### src/rtl/rx_fs_pkg.sv
package rx_fs_pkg;
  localparam int FLAG_W = 6;
  localparam int B_EOM  = 5;
  localparam int ADDR_W = 2;

  typedef enum logic [ADDR_W-1:0] {
    A_DATA  = 2'd0,
    A_LIVE  = 2'd1,
    A_FRAME = 2'd2,
    A_CTRL  = 2'd3
  } reg_addr_e;

  typedef logic [FLAG_W-1:0] stat_t;
endpackage

### src/rtl/rx_char_fifo.sv
module rx_char_fifo #(
  parameter int DATA_W = 8,
  parameter int DEPTH  = 4,
  parameter int FLAG_W = 6
) (
  input  logic              clk_i,
  input  logic              rst_ni,
  input  logic              flush_i,
  input  logic              push_i,
  input  logic [DATA_W-1:0] push_data_i,
  input  logic [FLAG_W-1:0] push_flags_i,
  input  logic              pop_i,
  output logic [DATA_W-1:0] head_data_o,
  output logic [FLAG_W-1:0] head_flags_o,
  output logic              empty_o,
  output logic              full_o
);
  localparam int PTR_W = (DEPTH > 1) ? $clog2(DEPTH) : 1;
  localparam int CNT_W = $clog2(DEPTH + 1);
  localparam int ENT_W = DATA_W + FLAG_W;

  logic [PTR_W-1:0] wr_ptr_q, rd_ptr_q;
  logic [CNT_W-1:0] count_q;
  logic [ENT_W-1:0] mem [DEPTH];
  logic             do_push, do_pop;

  assign empty_o = (count_q == '0);
  assign full_o  = (count_q == CNT_W'(DEPTH));
  assign do_push = push_i && !full_o && !flush_i;
  assign do_pop  = pop_i && !empty_o && !flush_i;

  function automatic logic [PTR_W-1:0] nxt(input logic [PTR_W-1:0] p);
    return (p == PTR_W'(DEPTH - 1)) ? '0 : p + PTR_W'(1);
  endfunction

  for (genvar i = 0; i < DEPTH; i++) begin : g_ent
    always_ff @(posedge clk_i or negedge rst_ni) begin
      if (!rst_ni) mem[i] <= '0;
      else if (do_push && wr_ptr_q == PTR_W'(i)) mem[i] <= {push_flags_i, push_data_i};
    end
  end

  always_ff @(posedge clk_i or negedge rst_ni) begin
    if (!rst_ni) begin
      wr_ptr_q <= '0;
      rd_ptr_q <= '0;
      count_q  <= '0;
    end else if (flush_i) begin
      wr_ptr_q <= '0;
      rd_ptr_q <= '0;
      count_q  <= '0;
    end else begin
      if (do_push) wr_ptr_q <= nxt(wr_ptr_q);
      if (do_pop)  rd_ptr_q <= nxt(rd_ptr_q);
      case ({do_push, do_pop})
        2'b10:   count_q <= count_q + CNT_W'(1);
        2'b01:   count_q <= count_q - CNT_W'(1);
        default: count_q <= count_q;
      endcase
    end
  end

  assign head_data_o  = mem[rd_ptr_q][DATA_W-1:0];
  assign head_flags_o = mem[rd_ptr_q][ENT_W-1:DATA_W];

  p_no_overflow_r10: assert property (@(posedge clk_i) disable iff (!rst_ni)
    count_q <= CNT_W'(DEPTH));
  p_full_drop_r10: assert property (@(posedge clk_i) disable iff (!rst_ni)
    (full_o && push_i && !pop_i && !flush_i) |=> full_o);
endmodule

### src/rtl/rx_live_stat.sv
module rx_live_stat
  import rx_fs_pkg::*;
(
  input  logic  clk_i,
  input  logic  rst_ni,
  input  logic  clear_i,
  input  logic  pop_i,
  input  stat_t flags_i,
  output stat_t live_o
);
  stat_t live_q;

  always_ff @(posedge clk_i or negedge rst_ni) begin
    if (!rst_ni)                        live_q <= '0;
    else if (clear_i)                   live_q <= '0;
    else if (pop_i && flags_i[B_EOM])   live_q <= '0;
    else if (pop_i)                     live_q <= live_q | flags_i;
  end

  assign live_o = live_q;

  p_accum_r3: assert property (@(posedge clk_i) disable iff (!rst_ni)
    (pop_i && !flags_i[B_EOM] && !clear_i) |=> ((live_o & $past(flags_i)) == $past(flags_i)));
endmodule

### src/rtl/rx_frame_stat.sv
module rx_frame_stat
  import rx_fs_pkg::*;
(
  input  logic  clk_i,
  input  logic  rst_ni,
  input  logic  clear_i,
  input  logic  capture_i,
  input  stat_t cap_val_i,
  input  logic  w1c_i,
  input  stat_t w1c_mask_i,
  output stat_t frame_o
);
  stat_t frame_q;

  // capture overrides a coincident write-one-to-clear
  always_ff @(posedge clk_i or negedge rst_ni) begin
    if (!rst_ni)        frame_q <= '0;
    else if (clear_i)   frame_q <= '0;
    else if (capture_i) frame_q <= cap_val_i;
    else if (w1c_i)     frame_q <= frame_q & ~w1c_mask_i;
  end

  assign frame_o = frame_q;

  p_w1c_r4: assert property (@(posedge clk_i) disable iff (!rst_ni)
    (w1c_i && !capture_i && !clear_i) |=> frame_o == ($past(frame_o) & ~$past(w1c_mask_i)));
  p_capture_wins_r5: assert property (@(posedge clk_i) disable iff (!rst_ni)
    (capture_i && w1c_i && !clear_i) |=> frame_o == $past(cap_val_i));
  p_clear_r6: assert property (@(posedge clk_i) disable iff (!rst_ni)
    clear_i |=> frame_o == '0);
endmodule

### src/rtl/rx_frame_status.sv
module rx_frame_status
  import rx_fs_pkg::*;
#(
  parameter int DATA_W = 8,
  parameter int DEPTH  = 4
) (
  input  logic              clk_i,
  input  logic              rst_ni,
  input  logic              push_i,
  input  logic [DATA_W-1:0] push_data_i,
  input  logic [5:0]        push_flags_i,
  input  logic              rd_i,
  input  logic [1:0]        rd_addr_i,
  output logic [DATA_W-1:0] rd_data_o,
  input  logic              wr_i,
  input  logic [1:0]        wr_addr_i,
  input  logic [7:0]        wr_data_i,
  input  logic              cmd_rx_en_i,
  input  logic              cmd_rx_dis_i,
  input  logic              cmd_rx_rst_i,
  input  logic              cmd_ch_rst_i,
  input  logic              sys_stop_i,
  input  logic              eom_irq_en_i,
  output logic              irq_o
);
  logic        rx_en_q, clr, stat_clr, fifo_empty, fifo_full, pop, capture, w1c;
  logic [DATA_W-1:0] head_data;
  stat_t       head_flags, live_q, frame_q;

  assign clr      = cmd_rx_rst_i || cmd_ch_rst_i;
  assign stat_clr = clr || sys_stop_i;
  assign pop      = rd_i && (rd_addr_i == A_DATA) && !fifo_empty && !clr;
  assign capture  = pop && head_flags[B_EOM] && !sys_stop_i;
  assign w1c      = wr_i && (wr_addr_i == A_FRAME);

  always_ff @(posedge clk_i or negedge rst_ni) begin
    if (!rst_ni)                            rx_en_q <= 1'b0;
    else if (cmd_ch_rst_i || cmd_rx_dis_i)  rx_en_q <= 1'b0;
    else if (cmd_rx_en_i)                   rx_en_q <= 1'b1;
  end

  rx_char_fifo #(.DATA_W(DATA_W), .DEPTH(DEPTH), .FLAG_W(FLAG_W)) u_fifo (
    .clk_i        (clk_i),
    .rst_ni       (rst_ni),
    .flush_i      (clr),
    .push_i       (push_i && rx_en_q),
    .push_data_i  (push_data_i),
    .push_flags_i (push_flags_i),
    .pop_i        (pop),
    .head_data_o  (head_data),
    .head_flags_o (head_flags),
    .empty_o      (fifo_empty),
    .full_o       (fifo_full)
  );

  rx_live_stat u_live (
    .clk_i   (clk_i),
    .rst_ni  (rst_ni),
    .clear_i (stat_clr),
    .pop_i   (pop),
    .flags_i (head_flags),
    .live_o  (live_q)
  );

  rx_frame_stat u_frame (
    .clk_i      (clk_i),
    .rst_ni     (rst_ni),
    .clear_i    (stat_clr),
    .capture_i  (capture),
    .cap_val_i  (live_q | head_flags),
    .w1c_i      (w1c),
    .w1c_mask_i (wr_data_i[7:2]),
    .frame_o    (frame_q)
  );

  always_comb begin
    rd_data_o = '0;
    if (rd_i) begin
      case (rd_addr_i)
        A_DATA:  rd_data_o = fifo_empty ? '0 : head_data;
        A_LIVE:  rd_data_o = DATA_W'({live_q, 2'b00});
        A_FRAME: rd_data_o = DATA_W'({frame_q, 2'b00});
        default: rd_data_o = DATA_W'(rx_en_q);
      endcase
    end
  end

  assign irq_o = eom_irq_en_i && frame_q[B_EOM];

  p_live_clear_r2: assert property (@(posedge clk_i) disable iff (!rst_ni)
    capture |=> live_q == '0);
  p_stop_r7: assert property (@(posedge clk_i) disable iff (!rst_ni)
    sys_stop_i |=> (frame_q == '0 && live_q == '0));
  p_irq_src_r8: assert property (@(posedge clk_i) disable iff (!rst_ni)
    (!$past(irq_o) && irq_o && $stable(eom_irq_en_i)) |-> $past(capture));
  p_en_ro_r9: assert property (@(posedge clk_i) disable iff (!rst_ni)
    (wr_i && !cmd_rx_en_i && !cmd_rx_dis_i && !cmd_ch_rst_i) |=> $stable(rx_en_q));
  p_empty_read_r11: assert property (@(posedge clk_i) disable iff (!rst_ni)
    (rd_i && rd_addr_i == A_DATA && fifo_empty && !wr_i && !stat_clr)
      |=> ($stable(live_q) && $stable(frame_q)));
  p_full_hold_r10: assert property (@(posedge clk_i) disable iff (!rst_ni)
    (fifo_full && !pop && !clr) |=> fifo_full);
endmodule

### config.mk
export PLATFORM = sky130hd
export DESIGN_NAME = rx_frame_status
export DESIGN_NICKNAME = d
export VERILOG_FILES = /design/src/rtl/rx_fs_pkg.sv /design/src/rtl/rx_char_fifo.sv /design/src/rtl/rx_live_stat.sv /design/src/rtl/rx_frame_stat.sv /design/src/rtl/rx_frame_status.sv
export SDC_FILE = /design/constraint.sdc
export NUM_CORES = 1
export LEC_CHECK = 0
export BUFFER_PORTS_ARGS = -buffer_cell sky130_fd_sc_hd__buf_2
export CORE_AREA = 8 8 121 123
export DETAILED_ROUTE_END_ITERATION = 8
export DIE_AREA = 0 0 129 131
export PLACE_DENSITY = 0.44
export SKIP_CTS_REPAIR_TIMING = 1
export SLEW_MARGIN = 10
export SYNTH_ARGS = -nofsm -noshare
export SYNTH_HDL_FRONTEND = slang
export SYNTH_SLANG_ARGS = --single-unit
### constraint.sdc
create_clock -name clk_i -period 2.9 [get_ports clk_i]
set_input_delay 0.435 -clock clk_i [delete_from_list [all_inputs] [get_ports clk_i]]
set_output_delay 0.435 -clock clk_i [all_outputs]
set_load 0.01 [all_outputs]
==> run_results.csv, run 1 <==
group,metric,value,unit
yosys,synth_edf_count,0,
timing,worst_slew_pin_slew,1010,ps
worst_setup_path,start_kind,"flop",
timing,slew_headroom,32.8,%
placement,gp_congestion,0.712,
clock_network,clock_sinks,76,
yosys,dominantRegCellSynth,"dfrtp_1",
detailed_routing,post-route-drc-count,0,
cells_and_area,final_area,4380,um2
yosys,synth_nets,310,
cells_and_area,drive_gt1_share,36.6,%
worst_setup_path,worst_ep_required_time,2470,ps
clock_network,insertion_delay,340,ps
yosys,ys_async_sr_fraction,100,%
yosys,synth.distinct_cells,44,
clock_network,clkSlewWorstSetupHoldPaths,60,ps
timing,min_period_over_period,90.4,%
clock_network,clockBufferDepth,2,
timing,rsz0062_at_grt,"false",
timing,fmax,0.382,GHz
run,cap_viol_max_count,0,
clock_network,htree_levels,3,
power_and_ir_drop,ir_drop,0.310,mV
detailed_routing,wire_per_inst,17.6,um
placement,dpl-instance-area,4090,um2
outcome,outcome,"completed",
floorplan,io_pins,46,
yosys,syn_inst,267,
yosys,synth_top_area_share,51.2,%
placement,dpl.hpwl,6.00,mm
power_and_ir_drop,power_density,559,nW/um2
placement,io_buffers,43,
cells_and_area,fillerInstances,1294,
yosys,netlist_area,3710,um2
timing,fin_crit,2620,ps
clock_network,cts_buffers,9,
floorplan,die_area,16900,um2
worst_setup_path,arrival,2190,ps
detailed_routing,drtAntennaViolNets,0,
yosys,ys_ff_latch,76,
timing,skew,3.94,ps
cells_and_area,final_nets,355,
cells_and_area,antennaDiodeCount,0,
worst_setup_path,endpoint_kind,"output pin",
yosys,yosysSeqAreaShare,51.2,%
floorplan,die_y,131,um
timing,finalHoldViolCount,0,
global_routing,track_usage,11.2,%
timing,fin_setup_tns,0,ps
global_routing,antenna_found_initial,1,
hold_path,holdCritPathClass,"input port to flop",
cells_and_area,utilization,34.0,%
worst_setup_path,path_max_fanout,13,
detailed_routing,dr.first_iter.drc_count,121,
detailed_routing,vias,2341,
yosys,synth_area_leaders,"dfrtp_1, mux2_1, mux4_2",
global_routing,grt_pass1_vias,2496,
detailed_routing,vias_per_cell,4.75,
clock_network,ctsRootBufferMaster,"clkbuf_16",
cells_and_area,final_cells,493,
detailed_routing,first_pass_iters,4,
global_routing,grt_max_degree,77,
cells_and_area,syn_to_final_growth,18.1,%
timing,finalSetupViolations,0,
floorplan,die_w,129,um
floorplan,rows,42,
yosys,synth_area_per_cell,13.9,um2
global_routing,grt_first_pass_wirelength,14.2,mm
global_routing,grt.overflow.total,0,
floorplan,core_area,12900,um2
yosys,synth_top_area_cell,"dfrtp_1",
placement,dp_cells,477,
detailed_routing,wl,8.69,mm
floorplan,start_util,28.8,%
yosys,yosysWarnings,0,
yosys,synth.most_common_cell,"dfrtp_1",
yosys,ys_top_cells_by_count,"dfrtp_1, mux2_1, mux2_2",
worst_setup_path,crit_type,"flop to output pin",
power_and_ir_drop,p_leak,2.05,nW
timing,final_max_slew_viol_count,0,
clock_network,cts_tree,"yes",
==> final cells by class <==
cell class / instances / area, um2 / area share (%)
multi-input cells: 171 / 1700 / 38.7
well taps: 176 / 220 / 5.03
flip-flops and latches: 76 / 1900 / 43.4
clock inverters: 6 / 63.8 / 1.46
inverters: 8 / 30.0 / 0.685
clock buffers: 10 / 229 / 5.23
repair buffers: 46 / 240 / 5.48
==> cell families after synthesis <==
logic type,synth area share (%)
compound gates,9.00
fa+ha+maj,2.23
buf+inv,3.03
flops,51.2
mux,25.8
simple gates,8.73
==> registers in the layout, indices dropped and copies added (netlist names) <==
| signal | flops |
|---|---|
| u_fifo.wr_ptr_q | 2 |
| u_live.live_o | 6 |
| u_fifo.count_q | 3 |
| u_frame.frame_o | 6 |
| rx_en_q | 1 |
| u_fifo.rd_ptr_q | 2 |
| u_fifo.mem | 56 |
==> metal layers <==
metal | wire [um] | track usage (%) | part of all wire (%)
met5 | 10 | 0 | 0.12
met3 | 446 | 3.69 | 5.1
met1 | 4160 | 14.1 | 48
met4 | 132 | 4.56 | 1.5
met2 | 3940 | 17.5 | 45
==> final timing paths <==
kind	startpoint	to	slack (ps)	cells after the start
max	u_fifo.rd_ptr_q[0]	rd_data_o[2]	280	3
min	cmd_rx_dis_i	rx_en_q	250	2
max reg2reg	u_fifo.count_q[0]	u_fifo.count_q[2]	550	7
min reg2reg	u_fifo.mem[20]	u_fifo.mem[20]	490	1
max in group asynchronous	rst_ni	u_fifo.mem[35]	1970	1
min in group asynchronous	rst_ni	u_fifo.mem[43]	260	1
==> worst max-delay path, stage by stage (launching register included) <==
cell and delay, ps:
dfrtp_1 850, mux4_2 620, a22o_1 240, buf_2 140
==> where the power goes <==
group | total [mW] | switching (mW) | leakage, nW | internal, mW
registers | 1.13 | 0.0221 | 1.04 | 1.11
clock network | 1.12 | 0.456 | 0.139 | 0.667
logic | 0.196 | 0.103 | 0.866 | 0.0931
total | 2.45 | 0.582 | 2.05 | 1.87
==> per-stage QoR <==
step           power (mW)  setup slack (ps)  hold WS (ps)
2_1_floorplan        1.25               776           139
3_3_place_gp         1.34               535           468
3_5_place_dp         1.35               496           479
4_1_cts              2.48               190           239
5_1_grt              2.55               128           263
6_report             2.45               280           251
==> layout by cell type, fill, tap and decap left out, drive strengths merged, types with 7 or more instances in the layout <==
master  synthesis  routed
nand2           9       9
dfrtp          76      76
nand3           7       7
mux2           56      56
nor3            8       8
buf            11      46
mux4           14      14
o21ai           9       9
a21oi          15      15
inv             8       9
clkbuf          1      10
a22o           12      12
(Power assumes the default switching activity.)
==> inputs of run 2 (changes only) <==
--- a/config.mk
+++ b/config.mk
@@ -5,10 +5,11 @@
 export SDC_FILE = /design/constraint.sdc
 export NUM_CORES = 1
 export LEC_CHECK = 0
+export ABC_AREA = 1
 export BUFFER_PORTS_ARGS = -buffer_cell sky130_fd_sc_hd__buf_2
-export CORE_AREA = 8 8 121 123
+export CORE_AREA = 8 8 127 129
 export DETAILED_ROUTE_END_ITERATION = 8
-export DIE_AREA = 0 0 129 131
+export DIE_AREA = 0 0 135 137
 export PLACE_DENSITY = 0.44
 export SKIP_CTS_REPAIR_TIMING = 1
 export SLEW_MARGIN = 10
==> run_results.csv, run 2 <==
group,metric,value,unit
power_and_ir_drop,ir_drop,0.261,mV
yosys,dominantRegCellSynth,"dfrtp_1",
floorplan,die_y,137,um
worst_setup_path,rr_startpoint,"u_fifo.count_q[1]",
detailed_routing,vias,3205,
timing,rsz0062_at_grt,"false",
detailed_routing,vias_per_cell,4.48,
timing,slew_headroom,32.5,%
detailed_routing,first_pass_iters,4,
worst_setup_path,endpoint_kind,"output pin",
yosys,syn_inst,488,
timing,skew,6.10,ps
worst_setup_path,r2r_cells,10,
worst_setup_path,start_kind,"flop",
hold_path,whs_endpoint,"rx_en_q",
cells_and_area,final_area,4730,um2
hold_path,holdCritPathClass,"input port to flop",
cells_and_area,antennaDiodeCount,0,
timing,finalSetupViolations,0,
yosys,synthXorXnorAreaFrac,0.421,%
timing,min_period_over_period,84.1,%
clock_network,cts_tree,"yes",
clock_network,clockBufferDepth,2,
cells_and_area,drive_gt1_share,23.9,%
cells_and_area,layout_commonest_cell,"nand2_1",
floorplan,die_w,135,um
yosys,netlist_area,4160,um2
worst_setup_path,r2r-end,"u_fifo.count_q[2]",
detailed_routing,drtAntennaViolNets,0,
clock_network,ctsRootBufferMaster,"clkbuf_16",
detailed_routing,wire_per_inst,14.8,um
yosys,synth_nets,531,
yosys,post_synth_and_or_nand_nor_area_fraction,28.1,%
global_routing,grt.overflow.total,0,
yosys,synth.distinct_cells,36,
global_routing,grt_first_pass_wirelength,17.3,mm
placement,io_buffers,43,
yosys,synth.most_common_cell,"nand2_1",
yosys,synth_edf_count,0,
clock_network,htree_levels,3,
floorplan,rows,44,
power_and_ir_drop,power_density,523,nW/um2
cells_and_area,final_nets,571,
yosys,yosysSeqAreaShare,45.7,%
yosys,synth_top_family_by_area,"simple AND/OR/NAND/NOR gates",
cells_and_area,syn_to_final_growth,13.7,%
floorplan,io_pins,46,
global_routing,antenna_found_initial,0,
floorplan,core_area,14200,um2
clock_network,cts_buffers,9,
timing,fmax,0.410,GHz
worst_setup_path,regToRegSetupSlack,980,ps
global_routing,track_usage,12.3,%
worst_setup_path,worst_ep_required_time,2470,ps
power_and_ir_drop,p_leak,2.35,nW
yosys,synth_top_area_cell,"dfrtp_1",
worst_setup_path,path_max_fanout,30,
clock_network,insertion_delay,340,ps
detailed_routing,post-route-drc-count,0,
global_routing,grt_max_degree,77,
yosys,synth_compound_area_share,14.8,%
yosys,synth_area_per_cell,8.52,um2
power_and_ir_drop,finalPower,2.47,mW
cells_and_area,layout_common_cells,"nand2_1, dfrtp_1, buf_2",
floorplan,die_area,18500,um2
timing,final_max_slew_viol_count,0,
placement,dpl-instance-area,4450,um2
yosys,ys_top_cells_by_count,"nand2_1, dfrtp_1, inv_1",
yosys,ys_async_sr_fraction,100,%
timing,fin_crit,2440,ps
outcome,outcome,"completed",
yosys,synthAdderAreaFrac,1.99,%
yosys,yosysWarnings,0,
clock_network,clock_sinks,76,
hold_path,min-delay-start,"cmd_rx_dis_i",
timing,worst_slew_pin_slew,1010,ps
detailed_routing,dr.first_iter.drc_count,191,
cells_and_area,largest-register,"u_fifo.mem",
detailed_routing,wl,10.6,mm
hold_path,min_path_cells,2,
run,cap_viol_max_count,0,
yosys,synth_top_area_share,45.7,%
worst_setup_path,crit_type,"flop to output pin",
placement,gp_congestion,0.725,
cells_and_area,fillerInstances,1525,
yosys,muxShareOfSynthArea,0,%
yosys,ys_ff_latch,76,
placement,dpl.hpwl,7.31,mm
worst_setup_path,arrival,2010,ps
yosys,synth_area_leaders,"dfrtp_1, nand2_1, o21ai_2",
clock_network,clkSlewWorstSetupHoldPaths,60,ps
floorplan,start_util,29.3,%
timing,fin_setup_tns,0,ps
cells_and_area,largest_reg_flops,56,
timing,finalHoldViolCount,0,
global_routing,grt_pass1_vias,3233,
[run 2: cell types whose count changed after synthesis, moves of 20 or more]
| cell | previous run | this run |
|---|---|---|
| inv_1 | 8 | 39 |
| nand3_1 | 3 | 23 |
| o21ai_1 | 3 | 33 |
| nand2_1 | 8 | 167 |
| o21ai_2 | 0 | 31 |
| mux2_1 | 34 | 0 |
| mux2_2 | 22 | 0 |
[run 2: critical path: stages, from the launching register on]
cell,delay [ps]
dfrtp_1,370
buf_4,360
o21ai_0,140
o21ai_0,410
a31oi_1,150
nor2_1,100
buf_2,140
[run 2: per-layer routing]
metal | global-route usage, % | vias up | part of all wire, %
li1 | - | 1661 | -
met1 | 15.4 | 1475 | 47
met2 | 19.5 | 63 | 46
met3 | 4.63 | 6 | 5.6
met4 | 3.15 | 0 | 0.93
met5 | 0 | - | 0
[run 2: worst max-delay path by stage]
stage	startpoint	endpoint	slack, ps	depth (start not counted)
final	u_fifo.rd_ptr_q[0]	rd_data_o[7]	460	6
after global routing	u_fifo.rd_ptr_q[0]	rd_data_o[7]	230	6
after CTS	u_fifo.rd_ptr_q[0]	rd_data_o[7]	420	6
after detailed placement	u_fifo.rd_ptr_q[0]	rd_data_o[7]	810	6
after global placement	u_fifo.rd_ptr_q[0]	rd_data_o[7]	790	6
after floorplan	u_fifo.rd_ptr_q[1]	rd_data_o[5]	1170	8
[run 2: kinds of logic after synthesis]
kind of cell	after synthesis
AO/OA/AOI/OAI	95
XOR/XNOR	2
adder cells (fa/ha/maj)	6
buffers and inverters	66
flip-flops	76
AND/OR/NAND/NOR	243
[run 2: through the flow]
step                hold WS, ps  cells  setup slack, ps  utilization (%)
floorplan                   139    488             1170                -
global placement            465    701              792             31.3
detailed placement          468    701              809             31.3
CTS                         234    716              422             33.3
global route                245    716              231             33.3
finish                      252    716              460             33.3
[run 2: cell type report]
type / instances / area [um2] / share of cell area (%)
Tap cell: 184 / 230 / 4.87
Multi-Input combinational cell: 346 / 1880 / 39.8
Clock inverter: 3 / 22.5 / 0.476
Inverter: 47 / 180 / 3.81
Sequential cell: 76 / 1900 / 40.2
Clock buffer: 12 / 256 / 5.42
Timing Repair Buffer: 48 / 255 / 5.40
[run 2: report_power, final]
| group | switching, mW | internal [mW] | leakage, nW |
|---|---|---|---|
| clock network | 0.438 | 0.621 | 0.127 |
| registers | 0.0288 | 1.11 | 1.04 |
| logic | 0.180 | 0.0950 | 1.18 |
| total | 0.647 | 1.83 | 2.35 |
